[src/rtl/exc_entry_pkg.sv]
package exc_entry_pkg;

  // strobes from control to datapath
  typedef struct packed {
    logic manRst;   // manual reset applied this edge
    logic excTake;  // exception accepted this edge
    logic tlbSel;   // pick the translation-miss offset
  } ctlStrobes_t;

endpackage

[src/rtl/exc_entry_ctl.sv]
module exc_entry_ctl
  import exc_entry_pkg::*;
#(
  parameter int XLEN   = 32,
  parameter int BL_POS = 28
) (
  input  logic            manN,
  input  logic            excReq,
  input  logic            excTlb,
  input  logic [XLEN-1:0] curSr,
  output ctlStrobes_t     strobes
);

  logic blocked;

  always_comb begin
    blocked         = curSr[BL_POS];
    strobes.manRst  = ~manN;
    // manual reset outranks an exception; blocked requests are dropped
    strobes.excTake = manN & excReq & ~blocked;
    strobes.tlbSel  = excTlb;
  end

endmodule

[src/rtl/exc_entry_dp.sv]
module exc_entry_dp
  import exc_entry_pkg::*;
#(
  parameter int              XLEN      = 32,
  parameter int              CODE_W    = 12,
  parameter int              BL_POS    = 28,
  parameter int              RB_POS    = 29,
  parameter int              MD_POS    = 30,
  parameter int              IMASK_LSB = 4,
  parameter int              IMASK_W   = 4,
  parameter logic [XLEN-1:0] RESET_PC  = 32'hA000_0000,
  parameter logic [XLEN-1:0] OFS_TLB   = 32'h0000_0400,
  parameter logic [XLEN-1:0] OFS_GEN   = 32'h0000_0100,
  parameter logic [CODE_W-1:0] POR_CODE = 12'h000,
  parameter logic [CODE_W-1:0] MAN_CODE = 12'h020
) (
  input  logic              clk,
  input  logic              porN,
  input  ctlStrobes_t       strobes,
  input  logic [CODE_W-1:0] excCode,
  input  logic [XLEN-1:0]   curPc,
  input  logic [XLEN-1:0]   curSr,
  input  logic [XLEN-1:0]   curVbr,
  output logic [XLEN-1:0]   spcOut,
  output logic [XLEN-1:0]   ssrOut,
  output logic [XLEN-1:0]   srOut,
  output logic [XLEN-1:0]   vbrOut,
  output logic [XLEN-1:0]   expevtOut,
  output logic [XLEN-1:0]   pcOut,
  output logic              flush,
  output logic [1:0]        statusPins
);

  localparam int PAD_W = XLEN - CODE_W;
  localparam logic [XLEN-1:0] ONE      = {{(XLEN-1){1'b0}}, 1'b1};
  localparam logic [XLEN-1:0] ENTRY_OR = (ONE << MD_POS) | (ONE << RB_POS) | (ONE << BL_POS);
  localparam logic [XLEN-1:0] IMASK    = {{(XLEN-IMASK_W){1'b0}}, {IMASK_W{1'b1}}} << IMASK_LSB;
  localparam logic [XLEN-1:0] SR_RST   = ENTRY_OR | IMASK;

  logic [XLEN-1:0]   codeCode;
  logic [XLEN-1:0]   vecPc;
  logic [CODE_W-1:0] codeField;

  always_comb begin
    vecPc     = curVbr + (strobes.tlbSel ? OFS_TLB : OFS_GEN);
    codeField = excCode;
    codeCode  = {{PAD_W{1'b0}}, codeField};
  end

  always_ff @(posedge clk or negedge porN) begin
    if (!porN) begin
      spcOut     <= '0;
      ssrOut     <= '0;
      srOut      <= SR_RST;
      vbrOut     <= '0;
      expevtOut  <= {{PAD_W{1'b0}}, POR_CODE};
      pcOut      <= RESET_PC;
      flush      <= 1'b0;
      statusPins <= 2'b11;
    end else if (strobes.manRst) begin
      srOut      <= SR_RST;
      vbrOut     <= '0;
      expevtOut  <= {{PAD_W{1'b0}}, MAN_CODE};
      pcOut      <= RESET_PC;
      flush      <= 1'b0;
      statusPins <= 2'b11;
    end else begin
      statusPins <= 2'b00;
      flush      <= strobes.excTake;
      if (strobes.excTake) begin
        spcOut    <= curPc;
        ssrOut    <= curSr;
        srOut     <= curSr | ENTRY_OR;
        expevtOut <= codeCode;
        pcOut     <= vecPc;
      end
    end
  end

endmodule

[src/rtl/exc_entry_ctrl.sv]
module exc_entry_ctrl
  import exc_entry_pkg::*;
#(
  parameter int              XLEN      = 32,
  parameter int              CODE_W    = 12,
  parameter int              BL_POS    = 28,
  parameter int              RB_POS    = 29,
  parameter int              MD_POS    = 30,
  parameter int              IMASK_LSB = 4,
  parameter int              IMASK_W   = 4,
  parameter logic [XLEN-1:0] RESET_PC  = 32'hA000_0000,
  parameter logic [XLEN-1:0] OFS_TLB   = 32'h0000_0400,
  parameter logic [XLEN-1:0] OFS_GEN   = 32'h0000_0100,
  parameter logic [CODE_W-1:0] POR_CODE = 12'h000,
  parameter logic [CODE_W-1:0] MAN_CODE = 12'h020
) (
  input  logic              clk,
  input  logic              porN,
  input  logic              manN,
  input  logic              excReq,
  input  logic              excTlb,
  input  logic [CODE_W-1:0] excCode,
  input  logic [XLEN-1:0]   curPc,
  input  logic [XLEN-1:0]   curSr,
  input  logic [XLEN-1:0]   curVbr,
  output logic [XLEN-1:0]   spcOut,
  output logic [XLEN-1:0]   ssrOut,
  output logic [XLEN-1:0]   srOut,
  output logic [XLEN-1:0]   vbrOut,
  output logic [XLEN-1:0]   expevtOut,
  output logic [XLEN-1:0]   pcOut,
  output logic              flush,
  output logic [1:0]        statusPins
);

  ctlStrobes_t strobes;

  exc_entry_ctl #(.XLEN(XLEN), .BL_POS(BL_POS)) u_ctl (
    .manN    (manN),
    .excReq  (excReq),
    .excTlb  (excTlb),
    .curSr   (curSr),
    .strobes (strobes)
  );

  exc_entry_dp #(
    .XLEN(XLEN), .CODE_W(CODE_W), .BL_POS(BL_POS), .RB_POS(RB_POS),
    .MD_POS(MD_POS), .IMASK_LSB(IMASK_LSB), .IMASK_W(IMASK_W),
    .RESET_PC(RESET_PC), .OFS_TLB(OFS_TLB), .OFS_GEN(OFS_GEN),
    .POR_CODE(POR_CODE), .MAN_CODE(MAN_CODE)
  ) u_dp (
    .clk        (clk),
    .porN       (porN),
    .strobes    (strobes),
    .excCode    (excCode),
    .curPc      (curPc),
    .curSr      (curSr),
    .curVbr     (curVbr),
    .spcOut     (spcOut),
    .ssrOut     (ssrOut),
    .srOut      (srOut),
    .vbrOut     (vbrOut),
    .expevtOut  (expevtOut),
    .pcOut      (pcOut),
    .flush      (flush),
    .statusPins (statusPins)
  );

endmodule

[config.mk]
export PLATFORM = sky130hd
export DESIGN_NAME = exc_entry_ctrl
export DESIGN_NICKNAME = d
export VERILOG_FILES = /design/src/rtl/exc_entry_pkg.sv /design/src/rtl/exc_entry_ctl.sv /design/src/rtl/exc_entry_dp.sv /design/src/rtl/exc_entry_ctrl.sv
export SDC_FILE = /design/constraint.sdc
export NUM_CORES = 1
export LEC_CHECK = 0
export BUFFER_PORTS_ARGS = -buffer_cell sky130_fd_sc_hd__buf_4
export CORE_AREA = 2 2 125 127
export DETAILED_ROUTE_END_ITERATION = 8
export DIE_AREA = 0 0 127 129
export PLACE_DENSITY = 0.86
export SLEW_MARGIN = 40
export SYNTH_ARGS = -nofsm -noshare
export SYNTH_HDL_FRONTEND = slang
export SYNTH_SLANG_ARGS = --single-unit
[constraint.sdc]
create_clock -name clk -period 0.8 [get_ports clk]
set_input_delay 0.08 -clock clk [delete_from_list [all_inputs] [get_ports clk]]
set_output_delay 0.08 -clock clk [all_outputs]
set_load 0.02 [all_outputs]
# == Yosys cells after proc, flatten, opt, wreduce, memory -nomap -nowiden ==
# Cells that the tools add are included.
# totals
latchBits,0
reg_bits,163
mem_bits_ro,0
n_memories,0
wordCells,22
out_inout_bits,195
mem_bits_rw,0
# classes
n_reduce_logical,1
n_eq_ne,1
n_div,0
bitwise,3
n_lt_le_gt_ge,0
n_shift,0
multipliers,0
add_sub_neg,1
muxes,9
# ops
operator,count
$mux 32,6
$add 32x32->32,1
$mux 11,1
$and 1x1->1,2
$mux 2,1
$ne 2x1->1 const B,1
$reduce_and 2->1,1
$mux 1,1
$not 1->1,1

# == Logic depth before layout (Yosys ltp) ==
# Gate-level depths: netlist of run 1.
# logic_depth
word_depth,4
ltp_mapped,9

# == Modules after synthesis ==
# Synthesis of run 1 repeated with hierarchy kept, for this count alone.
# unflattened
cells_unflattened,512
hier_area_um2,6337.3
# modules_own_cells
mod,n_inst,area_each_um2,seq_area_each_um2,cells_each
exc_entry_dp,1,6317.3,3487.1,509
exc_entry_ctl,1,20.0,0.0,3

# == Least setup slack after synthesis of run 1 ==
# No wires, ideal clock.
# synth_path
path_kind,input-to-reg
startpoint,input manN
endpoint,register u_dp.expevtOut[10]
cell_stages,9
setup_time_ps,66
path_buffers,4
path_slack_ps,-749
arrival_ps,1482
cell_sequence,clkbuf_1 nand2_1 or2_2 clkbuf_1 inv_2 clkbuf_1 clkbuf_1 nand2_1 nand2_1
# synth_via
elab_chain_cells,3
# synth_lines
element,line,source
"start, declared",exc_entry_ctrl.sv:19,"input logic manN,"
$and 1x1->1 (2 in series),exc_entry_ctl.sv:20,strobes.excTake = manN & excReq & ~blocked;
$ne 2x1->1 (no line),--,
"end signal, assigned",exc_entry_dp.sv:56,"expevtOut <= {{PAD_W{1'b0}}, POR_CODE};"
"end signal, assigned",exc_entry_dp.sv:63,"expevtOut <= {{PAD_W{1'b0}}, MAN_CODE};"
"end signal, assigned",exc_entry_dp.sv:74,expevtOut <= codeCode;
"end, declared",exc_entry_dp.sv:28,"output logic [XLEN-1:0] expevtOut,"
# Parallel ways exist; a longest one is shown, timed or not.
# A chain may end at the register's enable or synchronous reset.

# == Worst setup path after layout of run 1 ==
# layout_path
startpoint,input curVbr[13]
endpoint,register u_dp.pcOut[28]
# layout_via
elab_chain_cells,3
# layout_lines
element,line,source
"start, declared",exc_entry_ctrl.sv:25,"input logic [XLEN-1:0] curVbr,"
$add 32x32->32,exc_entry_dp.sv:45,vecPc = curVbr + (strobes.tlbSel ? OFS_TLB : OFS_GEN);
$mux 32,exc_entry_dp.sv:70,if (strobes.excTake) begin
$mux 32,exc_entry_dp.sv:60,end else if (strobes.manRst) begin
"end signal, assigned",exc_entry_dp.sv:75,pcOut <= vecPc;
"end, declared",exc_entry_dp.sv:29,"output logic [XLEN-1:0] pcOut,"
# No other way between the ends. The select of a mux whose other input is x is not followed.

==> results.tsv, run 1 <==
metric	value	unit
p_leak	6.01	nW
critPathMaxFanout	7	
fin_crit	1.21	ns
synth_area	6080	sq um
initial_utilization	40.6	%
hold_viol_final	0	
cts.clk_slew.worst_paths	0.06	ns
synth_area_leaders	dfrtp_1, nand2_1, buf_4	
overflow	0	
grt_max_degree	46	
cp_data_required_time	1.15	ns
dieArea	16400	sq um
finalClockSkew	0	ns
clock-sinks	139	
critical_path_class	in -> reg	
drt_iter0_markers	472	
drc_errors	0	
setup_viol_count_final	184	
critPathLaunchType	input pin	
synth_warnings	0	
die_x	127	um
synth_most_common_cell	nand2_1	
setup_tns	-38.83	ns
slowest_delay	0.55	ns
num_vias	6796	
ys_ff_latch	139	
hold_class	in -> reg	
synthTopCellsByCount	nand2_1, dfrtp_1, buf_4, nand3_1, a22o_1	
status	finished with violations	
layout.nets	1224	
synth_xor_xnor_area_share	1.73	%
vias_per_cell	5.19	
yosysTopAreaCellShare	54.4	%
grt_pass1_wl	35700	um
grt_pass1_vias	6826	
setup_ws	-0.414	ns
coreArea	15000	sq um
violations	negative setup slack	
firstDrtPassIters	7	
cts_tree	built	
power_density	2000	nW/um^2
syn_inst	642	
ys_seq_area_share	57.4	%
synth_top_family_by_area	simple AND/OR/NAND/NOR gates	
syn2layout_area_growth	91.8	%
peakVddDrop	1.44	mV
insertion_delay	0.42	ns
antenna_found_initial	0	
n_fill_cell	811	
finalMaxSlewViolations	0	
end_kind	flip-flop	
dp_hpwl	12800	um
drt-total-wl	25600	um
die_y	129	um
numCtsBuffers	17	
row_count	45	
hold_slack	0.0235	ns
synth_simple_gate_area_share	23.5	%
synth_edf_count	0	
ys.flop_type	dfrtp_1	
cp.arrival	1.56	ns
synth.largest_area_cell	dfrtp_1	
fmax	824	MHz
ioPinCount	308	
h-tree-depth	4	
cts.path.max_buffers	2	
wl_per_cell	19.6	um
cpMaxStageDelayCell	or4_4	
postRouteAntennaNets	0	
avgSynthCellArea	9.47	sq um
diodes	0	
portBuffers	252	
synth-async-reset-ratio	100	%
cp_cell_sequence	buf_6 -> nand4_4 -> or4_4 -> buf_12 -> or4_1 -> nand3_1	
grt_setup_unrepaired	true	
drive_above_1_share	43.9	%
synth-compound-area-share	6.86	%
yosys.cell_types.count	40	
finalCritPeriodShare	152	%
root_buffer	clkbuf_16	
maxCapViolations	0	
synthMuxAreaShare	0	%
grtUsageTotal	28.4	%
synthAdderAreaFrac	0.618	%
gp_congestion	0.924	
## worst max-delay path: cells and delay by family
family / cells / cell delay, ns
AND/OR/NAND/NOR: 4 / 1.23
buffers and inverters: 2 / 0.24
## flip-flops by register name, summed over array words and instances (netlist names)
register / count
u_dp.statusPins: 1
u_dp.srOut: 29
u_dp.spcOut: 32
u_dp.pcOut: 32
u_dp.ssrOut: 32
u_dp.flush: 1
u_dp.expevtOut: 12
## cell families after synthesis
| kind of cell | after synthesis |
|---|---|
| XOR/XNOR | 12 |
| AND/OR/NAND/NOR | 331 |
| flip-flops | 139 |
| other | 2 |
| buffers and inverters | 98 |
| adder cells (fa/ha/maj) | 3 |
| AO/OA/AOI/OAI | 57 |
## power breakdown
| part | switching, mW | leakage, nW | internal [mW] |
|---|---|---|---|
| Clock | 3.06 | 0.310 | 5.57 |
| Combinational | 3.05 | 3.91 | 3.20 |
| Sequential | 0.608 | 1.79 | 7.76 |
| Total | 6.72 | 6.01 | 16.5 |
## path summary, 6_finish.rpt
kind	from	to	slack, ns	cells after the start
max in group asynchronous	porN	u_dp.srOut[6]	0.15	3
min	curVbr[9]	u_dp.pcOut[9]	0.02	4
min in group asynchronous	porN	u_dp.pcOut[7]	0.12	2
min reg2reg	u_dp.spcOut[16]	u_dp.spcOut[16]	0.50	2
max	curVbr[13]	u_dp.pcOut[28]	-0.41	6
max reg2reg	u_dp.srOut[16]	u_dp.srOut[16]	-0.11	3
## placed cells by master, fill, tap and decap left out, types with 4 or more instances in the layout
master           n
nand2_1        230
buf_4          203
buf_6          177
dfrtp_1        132
dlygate4sd3_1   87
conb_1          55
nand3_1         47
a22o_1          25
clkbuf_16       19
nand2_2         11
o21ai_1         10
nand3_2          9
xnor2_1          8
or4_4            7
dfstp_2          7
o211ai_1         6
buf_8            6
buf_12           6
nand4_1          5
bufinv_16        4
clkbuf_8         4
buf_16           4
## layout make-up
type	count	area, sq um	area share [%]
repair buffers	485	4760	40.8
flip-flops and latches	139	3490	29.9
multi-input cells	460	2500	21.4
clock buffers	23	488	4.19
well taps	188	235	2.02
clock inverters	9	158	1.35
inverters	5	33.8	0.290
## per-layer routing
metal	GRT usage [%]	up-vias	routed length, um
met5	0	-	0
met4	16.8	0	1500
met3	6.28	119	1580
met2	50.7	397	13500
met1	31.1	3328	9090
li1	-	2952	-
## metrics by stage
stage / cell area (sq um) / utilization, % / setup slack [ns] / power [mW] / instances
after floorplan: 6470 / - / -0.673 / 10.5 / 695
after global placement: 8340 / 55.7 / -0.789 / 12.4 / 1096
after detailed placement: 8340 / 55.7 / -0.813 / 12.5 / 1096
after CTS: 11000 / 73.1 / -0.379 / 22.4 / 1259
after global routing: 11700 / 77.8 / -0.411 / 24.1 / 1309
final: 11700 / 77.8 / -0.414 / 23.3 / 1309
## repair_timing
item | in CTS | in global routing
setup buffers | 42 | 56
resized for setup | 189 | 81
hold buffers | 87 | 1
pin swaps | 27 | 48
cloned | 3 | 3
endpoints found under the hold margin | 249 | 1
endpoints found under the setup margin | 212 | 212
Note: power is estimated with default switching activity, not from simulation.
==> inputs of run 2 (changes only) <==
--- a/config.mk
+++ b/config.mk
@@ -9,7 +9,9 @@
 export CORE_AREA = 2 2 125 127
 export DETAILED_ROUTE_END_ITERATION = 8
 export DIE_AREA = 0 0 127 129
+export GPL_TIMING_DRIVEN = 0
 export PLACE_DENSITY = 0.86
+export SETUP_SLACK_MARGIN = 0.3
 export SLEW_MARGIN = 40
 export SYNTH_ARGS = -nofsm -noshare
 export SYNTH_HDL_FRONTEND = slang
==> run 2 against run 1 <==
The run ends with negative hold slack, negative setup slack left. Final area is 18% higher. Flip-flop and latch count unchanged. Utilization is 14 points higher. Highest routed layer unchanged.
==> results.tsv, run 2 (synthesized netlist as in run 1, its figures left out) <==
metric	value	unit
die_x	127	um
slowest_delay	0.57	ns
p_leak	6.92	nW
cts_tree	built	
clock-sinks	139	
numCtsBuffers	17	
grt_pass1_vias	7176	
grt_max_degree	54	
power_density	1910	nW/um^2
peakVddDrop	1.58	mV
setup_viol_count_final	278	
setup_tns	-63.84	ns
place_ws	-0.935	ns
max_slew_margin	45.4	%
ioPinCount	308	
drc_errors	0	
gr-usage-met2	57.1	%
grtUsageTotal	32.7	%
tightest_slew	0.819	ns
initial_utilization	40.6	%
insertion_delay	0.43	ns
power	26.2	mW
cts.path.max_buffers	2	
finalMaxSlewViolations	0	
drive_above_1_share	80.6	%
hold_viol_final	202	
violations	negative hold slack, negative setup slack	
hold_slack	-0.485	ns
cp.arrival	1.63	ns
drt-total-wl	37500	um
finalClockSkew	0	ns
cp_common_cell	buf_4	
coreArea	15000	sq um
maxCapViolations	0	
cts.clk_slew.worst_paths	0.07	ns
overflow	0	
fmax	744	MHz
critPathMaxFanout	5	
layout_common_cells	buf_4, buf_6, dfrtp_2, nand2_2, nand2_4	
dieArea	16400	sq um
cpMaxStageDelayCell	or4_4	
fin_crit	1.34	ns
grt_pass1_wl	40200	um
use_met1	35.7	%
top_usage_layer	met2	
h-tree-depth	4	
setup_ws	-0.543	ns
root_buffer	clkbuf_16	
r2r_cells	4	
vias_per_cell	5.76	
gp_congestion	0.846	
finalInstanceArea	13800	sq um
n_fill_cell	477	
portBuffers	251	
status	finished with violations	
top_regs	u_dp.pcOut (32), u_dp.spcOut (32), u_dp.ssrOut (32)	
end_kind	flip-flop	
hold_class	in -> async	
postRouteAntennaNets	0	
die_y	129	um
met3_usage	7.94	%
dpl_cell_area	8820	sq um
firstDrtPassIters	5	
finalCritPeriodShare	168	%
drt_iter0_markers	674	
row_count	45	
layout_commonest_cell	buf_4	
critPathLaunchType	input pin	
syn2layout_area_growth	126	%
num_vias	7873	
dp_hpwl	14200	um
grt_setup_unrepaired	true	
antenna_found_initial	2	
cp_data_required_time	1.08	ns
layout.nets	1281	
critical_path_class	in -> reg	
r2r_slack	-0.23	ns
cp_cell_sequence	buf_4 -> nand2_4 -> or4_4 -> buf_6 -> buf_4 -> o211ai_1 -> nand3_2	
wl_per_cell	27.4	um
## run 2: routing by layer
layer  vias to the layer above  share of wire (%)
met2                       696                 49
met5                         -                  0
met1                      3813                 33
met3                       298                8.7
met4                         0                9.4
li1                       3066                  -
## run 2: critical path: cells and delay by family
kind / cells / cell delay [ns]
AO/OA/AOI/OAI: 1 / 0.33
buffers and inverters: 3 / 0.42
AND/OR/NAND/NOR: 3 / 0.79
## run 2: what timing repair did
action                     in CTS  in global routing
setup endpoints to repair     278                328
pin swaps                     159                 98
hold endpoints to repair      215                207
gates resized for setup       371                233
buffers inserted              105                 64
gates cloned                   22                  8
## run 2: path summary, 6_finish.rpt
check                                     end       startpoint
hold / removal                 u_dp.pcOut[16]             porN
setup reg to reg               u_dp.pcOut[28]   u_dp.pcOut[28]
hold reg to reg               u_dp.ssrOut[20]  u_dp.ssrOut[20]
min in group clk              u_dp.ssrOut[30]        curSr[30]
max in group asynchronous  u_dp.statusPins[0]             porN
setup / recovery               u_dp.pcOut[28]       curVbr[19]
## run 2: through the flow
step	utilization [%]	std cells
after floorplan	-	695
after global placement	58.5	1134
after detailed placement	58.9	1136
after CTS	81.6	1295
after global routing	91.8	1366
final	91.8	1368
## run 2: cell type report
cell class              instances  area, sq um  share of cell area, %
plain buffers                  92         1050                   7.66
repair buffers                451         4650                   33.8
inverters                       5         35.0                  0.255
multi-input cells             458         3440                   25.0
repair inverters                1         16.3                  0.118
clock buffers                  22          484                   3.52
well taps                     188          235                   1.71
diodes                          2         5.00                 0.0364
clock inverters                10          185                   1.35
flip-flops and latches        139         3650                   26.5
## run 2: power breakdown
group | internal (mW) | switching [mW] | total (mW)
logic | 4.25 | 4.13 | 8.37
clock network | 5.88 | 3.39 | 9.27
registers | 7.88 | 0.693 | 8.58
total | 18.0 | 8.21 | 26.2
==> inputs of run 3 (changes only) <==
--- a/config.mk
+++ b/config.mk
@@ -6,9 +6,9 @@
 export NUM_CORES = 1
 export LEC_CHECK = 0
 export BUFFER_PORTS_ARGS = -buffer_cell sky130_fd_sc_hd__buf_4
-export CORE_AREA = 2 2 125 127
+export CORE_AREA = 2 2 112 142
 export DETAILED_ROUTE_END_ITERATION = 8
-export DIE_AREA = 0 0 127 129
+export DIE_AREA = 0 0 114 144
 export GPL_TIMING_DRIVEN = 0
 export PLACE_DENSITY = 0.86
 export SETUP_SLACK_MARGIN = 0.3
==> run 3 against run 2 <==
The run still ends with negative hold slack, negative setup slack left. Flip-flop and latch count unchanged. Critical path depth down 6. Worst hold slack worse by 0.058 ns. Worst setup slack better by 0.094 ns. Critical endpoint is now srOut[7]. Die area up 0.20%. Utilization decreased by 3.9 points. Largest power group is now registers.
==> results.tsv, run 3 (synthesized netlist as in run 1, its figures left out) <==
metric	value	unit
status	finished with violations	
violations	negative hold slack, negative setup slack	
dp_hpwl	14200	um
die_y	144	um
gp_congestion	0.885	
drc_errors	0	
cp_data_required_time	0.72	ns
max_slew_margin	52.4	%
hold_slack	-0.543	ns
use_met1	33.9	%
coreArea	15200	sq um
slowest_delay	0.60	ns
end_kind	output pin	
ff_latch_area	3650	sq um
met3_usage	8.05	%
power_density	1890	nW/um^2
portBuffers	251	
finalCritPeriodShare	156	%
finalClockSkew	0	ns
setup_viol_count_final	275	
firstDrtPassIters	7	
diodes	0	
finalInstanceArea	13400	sq um
h-tree-depth	4	
postRouteAntennaNets	0	
critPathMaxFanout	2	
peakVddDrop	1.41	mV
r2r_slack	-0.19	ns
grt_setup_unrepaired	true	
grt_pass1_vias	7287	
top_regs	u_dp.pcOut (32), u_dp.spcOut (32), u_dp.ssrOut (32)	
fin_crit	1.25	ns
finalMaxSlewViolations	0	
die_x	114	um
initial_utilization	40.0	%
p_leak	6.62	nW
maxCapViolations	0	
cp.arrival	1.17	ns
num_vias	7640	
crit_buf_inv	1	
drt-total-wl	33700	um
fmax	800	MHz
hold_class	in -> async	
grtUsageTotal	32.2	%
n_fill_cell	556	
cp_top_family	flip-flops	
drive_above_1_share	76.9	%
hold_viol_final	215	
dpl_cell_area	8810	sq um
cp_cell_sequence	buf_6	
layout_common_cells	buf_4, buf_6, dfrtp_2, nand2_1, nand2_2	
critical_path_class	reg -> out	
layout.nets	1279	
cpMaxStageDelayCell	dfstp_2	
layout_commonest_cell	buf_4	
top_usage_layer	met2	
antenna_found_initial	0	
overflow	0	
numCtsBuffers	17	
insertion_delay	0.42	ns
gr-usage-met2	59.1	%
cts_tree	built	
cts.clk_slew.worst_paths	0.07	ns
dieArea	16400	sq um
critPathLaunchType	flip-flop	
cp.depth	1	
tightest_slew	0.715	ns
drt_iter0_markers	595	
cts.path.max_buffers	2	
root_buffer	clkbuf_16	
setup_ws	-0.450	ns
ioPinCount	308	
grt_max_degree	73	
wl_per_cell	24.8	um
setup_tns	-53.67	ns
clock-sinks	139	
vias_per_cell	5.61	
grt_pass1_wl	39900	um
syn2layout_area_growth	120	%
row_count	51	
multiInputGateArea	3240	sq um
r2r_cells	3	
-- run 3: changes by cell type in the layout (fill, tap and decap cells not counted), sizes merged --
cell      delta
inv          +2
clkbuf       -4
bufinv       -2
diode        -2
clkinvlp     +2
-- run 3: metrics by stage --
stage / power, mW / utilization (%) / instances / setup slack (ns)
after floorplan: 10.6 / - / 695 / -0.673
after global placement: 12.7 / 57.6 / 1131 / -1.05
after detailed placement: 12.8 / 58.0 / 1133 / -0.983
after CTS: 23.2 / 79.8 / 1291 / -0.436
after global routing: 25.9 / 88.0 / 1361 / -0.480
final: 25.2 / 88.0 / 1361 / -0.450
-- run 3: where the power goes --
part / total, mW / switching (mW) / internal, mW
Clock: 8.40 / 3.38 / 5.01
Combinational: 8.25 / 4.04 / 4.21
Sequential: 8.59 / 0.707 / 7.88
-- run 3: layer usage --
layer  part of all wire [%]  vias up
li1                       -     3067
met1                     33     3750
met2                     51      605
met3                    8.7      218
met4                    7.4        0
met5                      0        -
-- run 3: layout make-up --
type	count	share of cell area, %
buffer	93	7.71
clock buffer	19	3.32
clock inverter	13	1.25
inverter	5	0.272
multi-input combinational	458	24.3
sequential	139	27.3
tap	185	1.73
timing repair buffer	449	34.2
-- run 3: final timing paths --
check                             endpoint            start
max                               srOut[7]    u_dp.srOut[7]
max in group asynchronous    u_dp.srOut[7]             porN
min                         u_dp.spcOut[6]             porN
min in group clk           u_dp.spcOut[16]        curPc[16]
max reg2reg                  u_dp.srOut[2]    u_dp.srOut[2]
min reg2reg                u_dp.spcOut[31]  u_dp.spcOut[31]
-- run 3: what timing repair did --
action,4_1_cts,5_1_grt
setup endpoints to repair,278,308
gates resized for setup,382,182
endpoints found under the hold margin,212,208
pin swaps,186,53
gates cloned,21,1
buffers inserted,105,69
